### src/rtl/sac_pkg.sv
package sac_pkg;
  localparam int SAC_CODE_W = 5;
  localparam int SAC_WORD_W = 8;
  localparam int SAC_LOCK_IDX = SAC_WORD_W - 1;

  typedef logic [SAC_CODE_W-1:0] code_t;
  typedef logic [SAC_WORD_W-1:0] word_t;

  localparam code_t CODE_MAX = '1;

  // attenuation code carried by a serial word: its low bits
  function automatic code_t word_code(word_t w);
    return w[SAC_CODE_W-1:0];
  endfunction

  // lock flag carried by a serial word: its top bit
  function automatic logic word_lock(word_t w);
    return w[SAC_LOCK_IDX];
  endfunction

  // one LSB-first shift: new bit enters at the top
  function automatic word_t shift_lsb_first(word_t w, logic b);
    return {b, w[SAC_WORD_W-1:1]};
  endfunction
endpackage

### src/rtl/sac_in_stage.sv
module sac_in_stage
  import sac_pkg::*;
(
  input  logic  clk,
  input  logic  rst_n,
  input  logic  mode_ser,
  input  code_t par_code,
  input  logic  latch_en,
  input  logic  ser_clk,
  input  logic  ser_data,
  output logic  mode_q,
  output code_t par_q,
  output logic  le_q,
  output logic  sdata_q,
  output logic  sclk_rise
);
  logic sclk_q, sclk_qq;

  always_ff @(posedge clk or negedge rst_n) begin
    if (!rst_n) begin
      mode_q  <= 1'b0;
      par_q   <= '0;
      le_q    <= 1'b0;
      sdata_q <= 1'b0;
      sclk_q  <= 1'b0;
      sclk_qq <= 1'b0;
    end else begin
      mode_q  <= mode_ser;
      par_q   <= par_code;
      le_q    <= latch_en;
      sdata_q <= ser_data;
      sclk_q  <= ser_clk;
      sclk_qq <= sclk_q;
    end
  end

  assign sclk_rise = sclk_q & ~sclk_qq;

  // a detected serial clock edge lasts exactly one cycle
  a_r7_single_rise: assert property (@(posedge clk) disable iff (!rst_n)
    sclk_rise |=> !sclk_rise);
endmodule

### src/rtl/sac_shift_reg.sv
module sac_shift_reg
  import sac_pkg::*;
(
  input  logic  clk,
  input  logic  rst_n,
  input  logic  shift_en,
  input  logic  bit_in,
  output word_t word
);
  always_ff @(posedge clk or negedge rst_n) begin
    if (!rst_n) word <= '0;
    else if (shift_en) word <= shift_lsb_first(word, bit_in);
  end

  // no movement without a qualified serial clock edge
  a_r7_hold_idle: assert property (@(posedge clk) disable iff (!rst_n)
    !shift_en |=> $stable(word));
  // the newest bit lands in the top position
  a_r7_top_bit: assert property (@(posedge clk) disable iff (!rst_n)
    shift_en |=> word[SAC_WORD_W-1] == $past(bit_in));
endmodule

### src/rtl/sac_pwrup_timer.sv
module sac_pwrup_timer #(
  parameter int CYCLES = 20000
) (
  input  logic clk,
  input  logic rst_n,
  output logic done
);
  localparam int CNT_W = $clog2(CYCLES + 1);
  localparam logic [CNT_W-1:0] LIMIT = CNT_W'(CYCLES);

  logic [CNT_W-1:0] cnt;

  always_ff @(posedge clk or negedge rst_n) begin
    if (!rst_n) cnt <= '0;
    else if (cnt != LIMIT) cnt <= cnt + 1'b1;
  end

  assign done = (cnt == LIMIT);

  // once the window has ended it never reopens without reset
  a_r1_done_sticky: assert property (@(posedge clk) disable iff (!rst_n)
    done |=> done);
endmodule

### src/rtl/step_atten_ctrl.sv
module step_atten_ctrl
  import sac_pkg::*;
#(
  parameter int PWRUP_CYCLES = 20000
) (
  input  logic                  clk,
  input  logic                  rst_n,
  input  logic                  mode_ser,
  input  logic [SAC_CODE_W-1:0] par_code,
  input  logic                  latch_en,
  input  logic                  ser_clk,
  input  logic                  ser_data,
  output logic [SAC_CODE_W-1:0] atten_code
);
  logic  mode_q, le_q, sdata_q, sclk_rise;
  code_t par_q;
  word_t sr_word;
  logic  pwr_done;
  logic  shift_en;
  logic  lock_q;
  code_t act_q;

  sac_in_stage u_in (
    .clk(clk), .rst_n(rst_n), .mode_ser(mode_ser), .par_code(par_code),
    .latch_en(latch_en), .ser_clk(ser_clk), .ser_data(ser_data),
    .mode_q(mode_q), .par_q(par_q), .le_q(le_q), .sdata_q(sdata_q),
    .sclk_rise(sclk_rise)
  );

  assign shift_en = sclk_rise & mode_q & ~le_q;

  sac_shift_reg u_sr (
    .clk(clk), .rst_n(rst_n), .shift_en(shift_en), .bit_in(sdata_q),
    .word(sr_word)
  );

  sac_pwrup_timer #(.CYCLES(PWRUP_CYCLES)) u_tmr (
    .clk(clk), .rst_n(rst_n), .done(pwr_done)
  );

  // active latch: transparent while latch enable is high
  always_ff @(posedge clk or negedge rst_n) begin
    if (!rst_n) begin
      act_q  <= CODE_MAX;
      lock_q <= 1'b0;
    end else if (!pwr_done) begin
      act_q  <= CODE_MAX;
    end else if (le_q) begin
      if (mode_q) begin
        act_q  <= word_code(sr_word);
        lock_q <= word_lock(sr_word);
      end else if (!lock_q) begin
        act_q  <= par_q;
      end
    end
  end

  assign atten_code = act_q;

  // maximum attenuation held through the power-up window
  a_r1_max_in_window: assert property (@(posedge clk) disable iff (!rst_n)
    !pwr_done |=> act_q == CODE_MAX);
  // latch opaque while enable low
  a_r6_hold_le_low: assert property (@(posedge clk) disable iff (!rst_n)
    !le_q |=> $stable(act_q));
  // shifting never disturbs the active code
  a_r7_stable_shift: assert property (@(posedge clk) disable iff (!rst_n)
    shift_en |=> $stable(act_q));
  // a locked latch ignores parallel mode
  a_r9_lock_blocks_par: assert property (@(posedge clk) disable iff (!rst_n)
    (pwr_done && lock_q && !mode_q) |=> $stable(act_q));
  // lock only moves in serial mode with the latch open
  a_r9_lock_source: assert property (@(posedge clk) disable iff (!rst_n)
    !(mode_q && le_q) |=> $stable(lock_q));
endmodule

### config.mk
export PLATFORM = sky130hd
export DESIGN_NAME = step_atten_ctrl
export DESIGN_NICKNAME = d
export VERILOG_FILES = /design/src/rtl/sac_pkg.sv /design/src/rtl/sac_in_stage.sv /design/src/rtl/sac_shift_reg.sv /design/src/rtl/sac_pwrup_timer.sv /design/src/rtl/step_atten_ctrl.sv
export SDC_FILE = /design/constraint.sdc
export NUM_CORES = 1
export LEC_CHECK = 0
export BUFFER_PORTS_ARGS = -buffer_cell sky130_fd_sc_hd__buf_2
export CORE_MARGIN = 4
export CORE_UTILIZATION = 29
export CTS_CLUSTER_SIZE = 10
export DETAILED_ROUTE_END_ITERATION = 10
export PLACE_DENSITY = 0.51
export SYNTH_ARGS = -nofsm -noshare
export SYNTH_HDL_FRONTEND = slang
export SYNTH_SLANG_ARGS = --single-unit
### constraint.sdc
create_clock -name clk -period 2.2 [get_ports clk]
set_input_delay 0.22 -clock clk [delete_from_list [all_inputs] [get_ports clk]]
set_output_delay 0.22 -clock clk [all_outputs]
set_load 0.01 [all_outputs]
==> results of run 1 <==
-- metal layers --
layer	up-vias	track usage, %	part of all wire, %
met5	-	0	0
met4	0	5.498	2.2
met3	7	2.475	3.7
met2	21	15.45	46
met1	510	11.89	48
li1	496	-	-
-- kinds of logic after synthesis --
kind of cell               Yosys count  synth area share, %
AOI/OAI and AO/OA                   16                6.543
xor gates and xnor gates            13                7.005
DFF                                 39                60.43
muxes                               10                7.159
buffers and inverters                7                1.616
and+or+nand+nor                     39                15.70
adders and majority gates            2                1.539
-- registers in the layout, summed over array words and instances (netlist names) --
signal,cells
u_tmr.cnt,15
atten_code,5
u_in.sdata_q,1
u_in.sclk_q,1
u_in.par_q,5
lock_q,1
u_in.mode_q,1
u_in.sclk_qq,1
u_sr.word,8
u_in.le_q,1
-- worst min path at each step --
stage / end / from / depth (start not counted) / slack [ns]
after floorplan: lock_q / rst_n / 0 / -0.08
after global placement: u_in.par_q[4] / par_code[4] / 1 / 0.33
after detailed placement: u_in.par_q[4] / par_code[4] / 1 / 0.33
after CTS: u_in.le_q / latch_en / 1 / 0.02
after global routing: u_in.par_q[4] / par_code[4] / 1 / 0.02
final: u_in.sdata_q / rst_n / 1 / 0.04
-- area by class of cell --
cell class	count	area share [%]
Sequential cell	39	51.75
Multi-Input combinational cell	80	32.50
Timing Repair Buffer	17	4.746
Tap cell	70	4.614
Clock buffer	7	4.021
Clock inverter	1	1.582
Inverter	4	0.7910
-- power breakdown --
| group | leakage [nW] | internal [W] | switching, W |
|---|---|---|---|
| Combinational | 0.300 | 0.0000405 | 0.0000307 |
| Sequential | 0.484 | 0.000761 | 0.0000315 |
| Clock | 0.0524 | 0.000339 | 0.000231 |
| Total | 0.836 | 0.00114 | 0.000293 |
-- Yosys cell counts --
cell type,instances
a31oi_1,4
nand4bb_1,1
o211ai_1,4
or4b_1,1
dfstp_2,5
mux2_2,8
o21ai_1,2
ha_1,2
clkbuf_1,3
nor2b_1,5
inv_1,4
nor4_4,1
mux2_1,1
and3_1,1
xnor2_1,6
nand4_1,3
xor2_1,7
o22ai_1,1
nor4bb_1,1
nor3_1,4
mux2_4,1
a21oi_1,1
or3b_2,1
a22oi_1,4
or4b_4,1
nor4_1,4
nand3_1,6
nand2_1,5
nand2b_1,3
dfrtp_1,34
and3_2,1
nor2_1,1
-- critical path, cell delays in order (launching register included) --
cell,delay [ns]
dfrtp_1,0.45
inv_1,0.09
ha_1,0.14
or4b_1,0.51
nor4_1,0.32
mux2_1,0.35
-- metrics by stage --
stage	power (W)	hold slack, ns	area, µm²	instances	util [%]
finish	0.001433	0.03761	1898	218	36.02
global route	0.001497	0.02060	1898	218	36.02
CTS	0.001459	0.02202	1898	218	36.02
detailed placement	0.0008785	0.3293	1792	210	34.00
global placement	0.0008740	0.3294	1792	210	34.00
floorplan	0.0008395	-0.07559	1625	126	-
==> summary.txt, run 1 <==
Floorplan
  – Row count: 26
  – Ports: 16
  – Die X: slightly above 80 µm
  – Initial Utilization: between 30% and 40%
  – Total Die Area: 6867 µm²
  – Die height: just over 80 µm
  – Core Area: about 5300 µm²

Critical path
  – RR Startpoint: u_tmr.cnt[0]
  – Critical Path Start: u_tmr.cnt[0]
  – Worst setup endpoint: lock_q
  – Reg2Reg Setup Slack: 0.23 ns
  – R2R depth: 5
  – Worst Path Required: 2.37 ns
  – Crit path DAT: about 2.1 ns
  – WS Path Type: reg2reg
  – CP max FO: 6
  – Worst setup SP type: flip-flop
  – Crit. End Element: flip-flop
  – R2R Path End: lock_q

Synthesis
  – Netlist Area Pre-Place: 1625 µm²
  – Mean Syn Cell Area: 12.90 µm²
  – Synth cell types: 32
  – Yosys warns: 0
  – Dominant cell type by area after synthesis: dfrtp_1
  – Flops & latches, synth: 39
  – Top post-synthesis cells by area: dfrtp_1, dfstp_2, mux2_2
  – Seq/Total Area, Yosys: approximately 60%
  – Syn Nets: ~140
  – Yosys top cell area share: around 52%
  – Syn Inst Count: between 100 and 150

Clock tree
  – Clock buffer count from CTS: 5
  – Clk root buf: clkbuf_8
  – CTS tree: built
  – Post-CTS Setup Repair Bufs: 0
  – CTS Hold Buffers Added: 0
  – Clock sinks: 39
  – Clock transition at the registers of the reported paths: approximately 0.070 ns
  – CTS max path bufs: 2
  – CTS-repair resized insts: 0
  – CTS H-tree depth: 2
  – Skew-Pair Late Insertion Delay: approximately 0.28 ns

Layout
  – Most frequent cells in the layout: dfrtp_1, buf_2, mux2_2, xor2_1
  – Diode count: 0
  – Fillers: 540
  – Most common cell after layout, fill and taps aside: dfrtp_1
  – Nets: 160
  – Register area: 982.2 µm²
  – Layout cells sized above 1: between 20% and 30%
  – Area Growth Syn to Fin: 16.78%
  – Multi-input gate area: approximately 620 µm²

STA
  – Setup Total Neg Slack: 0 ns
  – Final min period: 1.973 ns
  – Final hold violations: 0
  – Clk_skew: around 0.0073 ns
  – Final period util: around 90%
  – Final-report max-slew violation count: 0
  – Max frequency: 0.5067 GHz
  – RSZ-0062 raised after global routing: no
  – Final setup violating endpoints: 0
  – Slew HR: 43.51%
  – Tightest Pin Transition: about 0.85 ns
  – Worst setup margin: roughly 0.23 ns

Power
  – Pwr Density: 755.1 nW/µm²
  – Leak: approximately 0.84 nW
  – Maximum vdd ir drop: ~0.24 mV

Global route
  – Largest net degree at the start of global routing: 40
  – Congestion Overflow GR: 0
  – Number of global-route vias before repair: between 1k and 1.5k
  – First-pass GRT wire length: ~5.3 mm
  – Gr usage total: 9.704%
  – Initial antenna violation count: 0

Route
  – Via count: slightly above 1k
  – WL/cell: ~14 µm
  – DRT iter0 DRCs: 40
  – Vias per inst: roughly 4.7
  – DRC violations left: 0
  – Router iterations before antenna repair: 4
  – Final ANT Viol Nets: 0
  – DRT Wirelength: between 3 and 4 mm

Placed design
  – Dpl hpwl: 2.133 mm
  – GP Congestion: 0.7161
  – Port Buffers: 15
  – Pre-CTS setup slack: 0.2308 ns

Min path
  – Worst min path class: in2async

Flow run
  – Number of max-cap violations: 0

Outcome
  – Status: completed
(Power assumes the default switching activity.)
==> run 2, diff against run 1 <==
Settings changed: CTS_BUF_LIST set to sky130_fd_sc_hd__clkbuf_16.
==> summary.txt, run 2 (synthesis results as in run 1) <==
Outcome
  – Status: completed

Critical path
  – Critical-path top delay cell: or4b_1
  – CP max FO: 6 (unchanged)
  – WS Path Type: reg2reg
  – Crit. End Element: flip-flop
  – Critical-path cell list: inv_1 -> ha_1 -> or4b_1 -> nor4_1 -> mux2_1
  – R2R depth: 5 (unchanged)
  – RR Startpoint: u_tmr.cnt[0]
  – Crit path DAT: 2.13 ns (about the same)
  – Reg2Reg Setup Slack: 0.22 ns (about the same)
  – CP max stage delay: 0.52 ns (about the same)
  – Worst Path Required: 2.35 ns (-0.02 ns)
  – Worst setup SP type: flip-flop
  – R2R Path End: lock_q
  – Crit path buf inv count: 1 (unchanged)
  – Crit-path leading delay family: simple AND/OR/NAND/NOR gates

STA
  – Final hold violations: 0 (unchanged)
  – Tightest Pin Transition: 0.8438 ns (-0.003573 ns)
  – Worst Hold Slack: 0.05144 ns (+0.01384 ns)
  – Slew HR: 43.75% (+0.24 points)
  – RSZ-0062 raised after global routing: no
  – Max frequency: 0.5051 GHz (-0.32%)
  – Final period util: 89.99% (+0.29 points)
  – Final-report max-slew violation count: 0 (unchanged)
  – Final min period: 1.980 ns (+0.006344 ns)
  – Clk_skew: 0.004293 ns (-0.003043 ns)
  – Setup Total Neg Slack: 0 ns (unchanged)
  – Final setup violating endpoints: 0 (unchanged)

Route
  – DRT iter0 DRCs: 48 (+20%)
  – Final ANT Viol Nets: 0 (unchanged)
  – Vias per inst: 4.720 (-0.48%)
  – WL/cell: 14.16 µm (-0.32%)
  – Router iterations before antenna repair: 4 (unchanged)
  – DRC violations left: 0 (unchanged)
  – Via count: 1029 (-0.48%)
  – DRT Wirelength: 3.086 mm (-0.32%)

Layout
  – Layout cells sized above 1: 27.70% (unchanged)
  – Most common cell after layout, fill and taps aside: dfrtp_1
  – Largest Register: u_tmr.cnt
  – Final non-filler cell area: 1954 µm² (+3.0%)
  – Area Growth Syn to Fin: 20.25%
  – Final Util: 37.08% (+1.1 points)
  – Biggest regs: u_tmr.cnt: 15 flops, u_sr.word: 8 flops
  – Max reg flops: 15 (unchanged)
  – Nets: 160 (unchanged)
  – Diode count: 0 (unchanged)
  – Most frequent cells in the layout: dfrtp_1, buf_2, mux2_2, xor2_1

Flow run
  – Number of max-cap violations: 0 (unchanged)

Floorplan
  – Die height: 82.87 µm (unchanged)
  – Core Area: 5270 µm² (unchanged)
  – Die X: 82.87 µm (unchanged)
  – Initial Utilization: 30.84% (unchanged)
  – Ports: 16 (unchanged)
  – Total Die Area: 6867 µm² (unchanged)
  – Row count: 26 (unchanged)

Clock tree
  – CTS max path bufs: 2 (unchanged)
  – Skew-Pair Late Insertion Delay: 0.27 ns (about the same)
  – CTS Hold Buffers Added: 0 (unchanged)
  – CTS-repair resized insts: 0 (unchanged)
  – Post-CTS Setup Repair Bufs: 0 (unchanged)
  – CTS H-tree depth: 2 (unchanged)
  – Clock buffer count from CTS: 5 (unchanged)
  – Clk root buf: clkbuf_16
  – CTS tree: built
  – Clock sinks: 39 (unchanged)
  – Clock transition at the registers of the reported paths: 0.06 ns (about the same)

Global route
  – Initial antenna violation count: 0 (unchanged)
  – Congestion Overflow GR: 0 (unchanged)
  – Largest net degree at the start of global routing: 40 (unchanged)
  – Gr usage total: 9.681% (-0.023 points)
  – First-pass GRT wire length: 5.354 mm (+0.13%)
  – Number of global-route vias before repair: 1139 (unchanged)

Power
  – Total chip power: 0.001640 W (+14%)
  – Share of power burned in registers: 48.4% (-6.9 points)
  – Switching pwr: 0.0003120 W (+6.6%)
  – Pwr Density: 839.3 nW/µm² (+11%)
  – Leak: 0.8696 nW (+4.1%)
  – Sw frac: 19.02% (-1.4 points)
  – Pint: 0.001328 W (+16%)
  – Comb pwr share: 4.3% (-0.7 points)
  – Maximum vdd ir drop: 0.3350 mV (+40%)
  – Clock power frac: 47.2% (+7.5 points)

Placed design
  – Placed instance area: 1792 µm² (unchanged)
  – GP Congestion: 0.7161 (unchanged)
  – Dpl hpwl: 2.133 mm (unchanged)
  – Port Buffers: 15 (unchanged)

Min path
  – Worst min path class: in2async
[run 2: cell types whose count changed in the layout (fill, tap and decap cells not counted), sizes merged]
cell / delta
clkbuf: -2
inv: +2
[run 2: metal layers]
metal | up-vias | track usage (%) | share of wire, %
met5 | - | 0 | 0
met4 | 0 | 5.052 | 1.8
met3 | 5 | 2.475 | 3.2
met2 | 18 | 15.67 | 47
met1 | 510 | 11.82 | 48
li1 | 496 | - | -
[run 2: area by class of cell]
class                      instances  area [µm²]
sequential                        39       982.2
timing repair buffer              17       90.09
inverter                           4       15.01
fill                             530        3316
tap                               70       87.58
multi-input combinational         80       616.8
clock buffer                       5       125.1
clock inverter                     3       37.54
[run 2: per-stage QoR]
stage               instances  setup WS [ns]
CTS                       218         0.2104
detailed placement        210         0.2308
floorplan                 126         0.3250
global placement          210         0.3262
global route              218         0.1093
finish                    218         0.2203
[run 2: how the worst max path moves through the flow]
stage | startpoint | endpoint | cells after the start
global placement | u_tmr.cnt[0] | lock_q | 5
detailed placement | u_tmr.cnt[0] | lock_q | 5
finish | u_tmr.cnt[0] | lock_q | 5
CTS | u_tmr.cnt[0] | lock_q | 5
global route | u_tmr.cnt[0] | lock_q | 5
floorplan | u_tmr.cnt[0] | u_tmr.cnt[1] | 5
[run 2: power groups by stage]
stage | clock network, W | logic [W] | registers (W)
after floorplan | 0 | 0.0000488 | 0.000791
after global placement | 0 | 0.0000702 | 0.000804
after detailed placement | 0 | 0.0000731 | 0.000805
after CTS | 0.000799 | 0.0000733 | 0.000793
after global routing | 0.000831 | 0.0000802 | 0.000799
final | 0.000775 | 0.0000710 | 0.000795
==> run 3, diff against run 2 <==
Settings changed: SYNTH_HIERARCHICAL set to 1.
==> summary.txt, run 3 <==
Route
  – WL/cell: 12.91 µm (-8.8%)
  – DRT iter0 DRCs: 14 (-71%)
  – Final ANT Viol Nets: 0 (unchanged)
  – Via count: 1004 (-2.4%)
  – DRC violations left: 0 (unchanged)
  – DRT Wirelength: 2.827 mm (-8.4%)
  – Vias per inst: 4.584 (-2.9%)
  – Router iterations before antenna repair: 4 (unchanged)

STA
  – Clk_skew: 0.006232 ns (+0.001939 ns)
  – Tightest Pin Transition: 0.8451 ns (+0.001291 ns)
  – Final period util: 90.02% (about the same)
  – Final min period: 1.980 ns (+0.0007620 ns)
  – RSZ-0062 raised after global routing: no
  – Final setup violating endpoints: 0 (unchanged)
  – Final hold violations: 0 (unchanged)
  – Worst Hold Slack: 0.04265 ns (-0.008797 ns)
  – Final-report max-slew violation count: 0 (unchanged)
  – Max frequency: 0.5049 GHz (about the same)
  – Setup Total Neg Slack: 0 ns (unchanged)
  – Slew HR: 43.66% (-0.086 points)

Clock tree
  – CTS tree: built
  – CTS-repair resized insts: 0 (unchanged)
  – CTS max path bufs: 2 (unchanged)
  – Clk root buf: clkbuf_16
  – Clock buffer count from CTS: 5 (unchanged)
  – Clock sinks: 39 (unchanged)
  – Post-CTS Setup Repair Bufs: 0 (unchanged)
  – CTS H-tree depth: 2 (unchanged)
  – Clock transition at the registers of the reported paths: 0.06 ns (about the same)
  – CTS Hold Buffers Added: 0 (unchanged)
  – Skew-Pair Late Insertion Delay: 0.28 ns (about the same)

Critical path
  – Worst Path Required: 2.37 ns (+0.02 ns)
  – Reg2Reg Setup Slack: 0.22 ns (about the same)
  – WS Path Type: reg2reg
  – Critical Path Start: u_tmr/cnt[0]
  – CP max FO: 5 (-1)
  – Critical-path cell list: inv_1 -> ha_1 -> or4b_4 -> nor4_4 -> nand3_1 -> mux2_2
  – R2R depth: 6 (+1)
  – Critical-path top delay cell: or4b_4
  – R2R Path End: lock_q
  – Crit path DAT: 2.15 ns (+0.02 ns)
  – Worst setup SP type: flip-flop
  – Crit. End Element: flip-flop
  – Worst setup endpoint: lock_q
  – CP max stage delay: 0.46 ns (-0.06 ns)
  – RR Startpoint: u_tmr/cnt[0]

Layout
  – Largest Register: u_tmr/cnt
  – Nets: 159 (-0.63%)
  – Biggest regs: u_tmr/cnt: 15 flops, u_sr/word: 8 flops
  – Max reg flops: 15 (unchanged)
  – Area Growth Syn to Fin: 18.03%
  – Most common cell after layout, fill and taps aside: dfrtp_1
  – Most frequent cells in the layout: dfrtp_1, buf_2, mux2_4, xnor2_1
  – Diode count: 0 (unchanged)
  – Layout cells sized above 1: 30.61% (+2.9 points)

Synthesis
  – Syn Inst Count: 127 (+0.79%)
  – Top post-synthesis cells by area: dfrtp_1, mux2_4, dfstp_2
  – Post-synth EDFFs: 0 (unchanged)
  – Dominant cell type by area after synthesis: dfrtp_1
  – Top cells by count, synth: dfrtp_1, mux2_4, xnor2_1
  – Most frequent cell after synthesis: dfrtp_1
  – Seq/Total Area, Yosys: 58.02% (-2.4 points)
  – Top_reg_cell synth: dfrtp_1
  – Flops & latches, synth: 39 (unchanged)
  – Synth cell types: 32 (unchanged)
  – Asr flop ratio synth: 100.0% (unchanged)
  – Yosys warns: 6 (+6)
  – Mean Syn Cell Area: 13.33 µm² (+3.3%)
  – Netlist Area Pre-Place: 1693 µm² (+4.2%)
  – Syn Nets: 140 (+0.72%)
  – Yosys top cell area share: 50.26% (-2.1 points)

Power
  – Pwr Density: 845.5 nW/µm² (+0.74%)
  – Leak: 0.8999 nW (+3.5%)
  – Clock power frac: 47.0% (-0.2 points)
  – Pint: 0.001359 W (+2.3%)
  – Total chip power: 0.001690 W (+3.0%)
  – Switching pwr: 0.0003303 W (+5.9%)
  – Share of power burned in registers: 47.1% (-1.3 points)
  – Comb pwr share: 5.9% (+1.6 points)
  – Maximum vdd ir drop: 0.3214 mV (-4.0%)
  – Sw frac: 19.55% (+0.53 points)

Global route
  – Largest net degree at the start of global routing: 40 (unchanged)
  – GR peak layer: met2
  – Gr usage total: 8.908% (-0.77 points)
  – First-pass GRT wire length: 5.112 mm (-4.5%)
  – Congestion Overflow GR: 0 (unchanged)
  – Global Route met3 Usage: 3.337% (+0.86 points)
  – Number of global-route vias before repair: 1125 (-1.2%)
  – Met1 usage: 10.60% (-1.2 points)
  – Grt met2 use: 14.42% (-1.3 points)
  – Initial antenna violation count: 0 (unchanged)

Min path
  – Worst min path class: in2reg
  – Hold path start: latch_en

Floorplan
  – Row count: 27 (+3.8%)
  – Total Die Area: 7124 µm² (+3.8%)
  – Initial Utilization: 30.37% (-0.47 points)
  – Die X: 84.41 µm (+1.9%)
  – Core Area: 5574 µm² (+5.8%)
  – Die height: 84.41 µm (+1.9%)
  – Ports: 16 (unchanged)

Placed design
  – Port Buffers: 15 (unchanged)
  – Dpl hpwl: 1.995 mm (-6.5%)
  – GP Congestion: 0.7403 (+3.4%)

Flow run
  – Number of max-cap violations: 0 (unchanged)

Outcome
  – Status: completed
run 3: worst max-delay path, delay by kind of cell, from the launching register on:
| family | cells | cell delay [ns] |
|---|---|---|
| multiplexers | 1 | 0.28 |
| AND/OR/NAND/NOR | 3 | 0.95 |
| buffers and inverters | 1 | 0.08 |
| flip-flops | 1 | 0.43 |
| adder cells (fa/ha/maj) | 1 | 0.13 |
run 3: layout make-up:
class	instances	area [µm²]
Inverter	3	11.26
Timing Repair Buffer	17	90.09
Fill cell	565	3576
Tap cell	72	90.09
Clock buffer	5	125.1
Clock inverter	3	41.29
Multi-Input combinational cell	80	658.1
Sequential cell	39	982.2
run 3: per-stage QoR:
step / cells / area, µm² / utilization [%] / setup slack, ns
6_report: 219 / 1998 / 35.85 / 0.2195
5_1_grt: 219 / 1998 / 35.85 / 0.06919
4_1_cts: 219 / 1998 / 35.85 / 0.1920
3_5_place_dp: 211 / 1832 / 32.86 / 0.1959
3_3_place_gp: 211 / 1832 / 32.86 / 0.2352
2_1_floorplan: 127 / 1693 / - / 0.1835
run 3: power groups by stage:
stage	Sequential (W)	Combinational [W]	Clock, W
final	0.000796	0.0000989	0.000794
after floorplan	0.000794	0.0000788	0
after detailed placement	0.000809	0.000100	0
after CTS	0.000797	0.000102	0.000823
after global routing	0.000804	0.000110	0.000863
after global placement	0.000808	0.0000992	0
run 3: logic make-up (layout without fill, tap and decap cells):
group                      Yosys count  count (layout)  synth area share [%]
AOI/OAI and AO/OA                   11              11                 3.251
muxes                               15              15                 11.60
buffers and inverters                8              28                 3.104
adders and majority gates            2               2                 1.478
and+or+nand+nor                     39              39                 15.82
xor gates and xnor gates            13              13                 6.726
DFF                                 39              39                 58.02
run 3: metal layers:
layer  up-vias  wire length [µm]
li1        483                 -
met4         0                28
met1       502              1261
met3         5               131
met5         -                 0
met2        14              1406
run 3: how the worst min path moves through the flow:
stage / slack (ns) / depth (start not counted) / end
finish: 0.04 / 1 / u_in/le_q
global route: 0.03 / 1 / u_in/par_q[4]
CTS: 0.03 / 1 / u_in/le_q
detailed placement: 0.33 / 1 / u_in/par_q[3]
global placement: 0.33 / 1 / u_in/par_q[4]
floorplan: -0.08 / 0 / lock_q
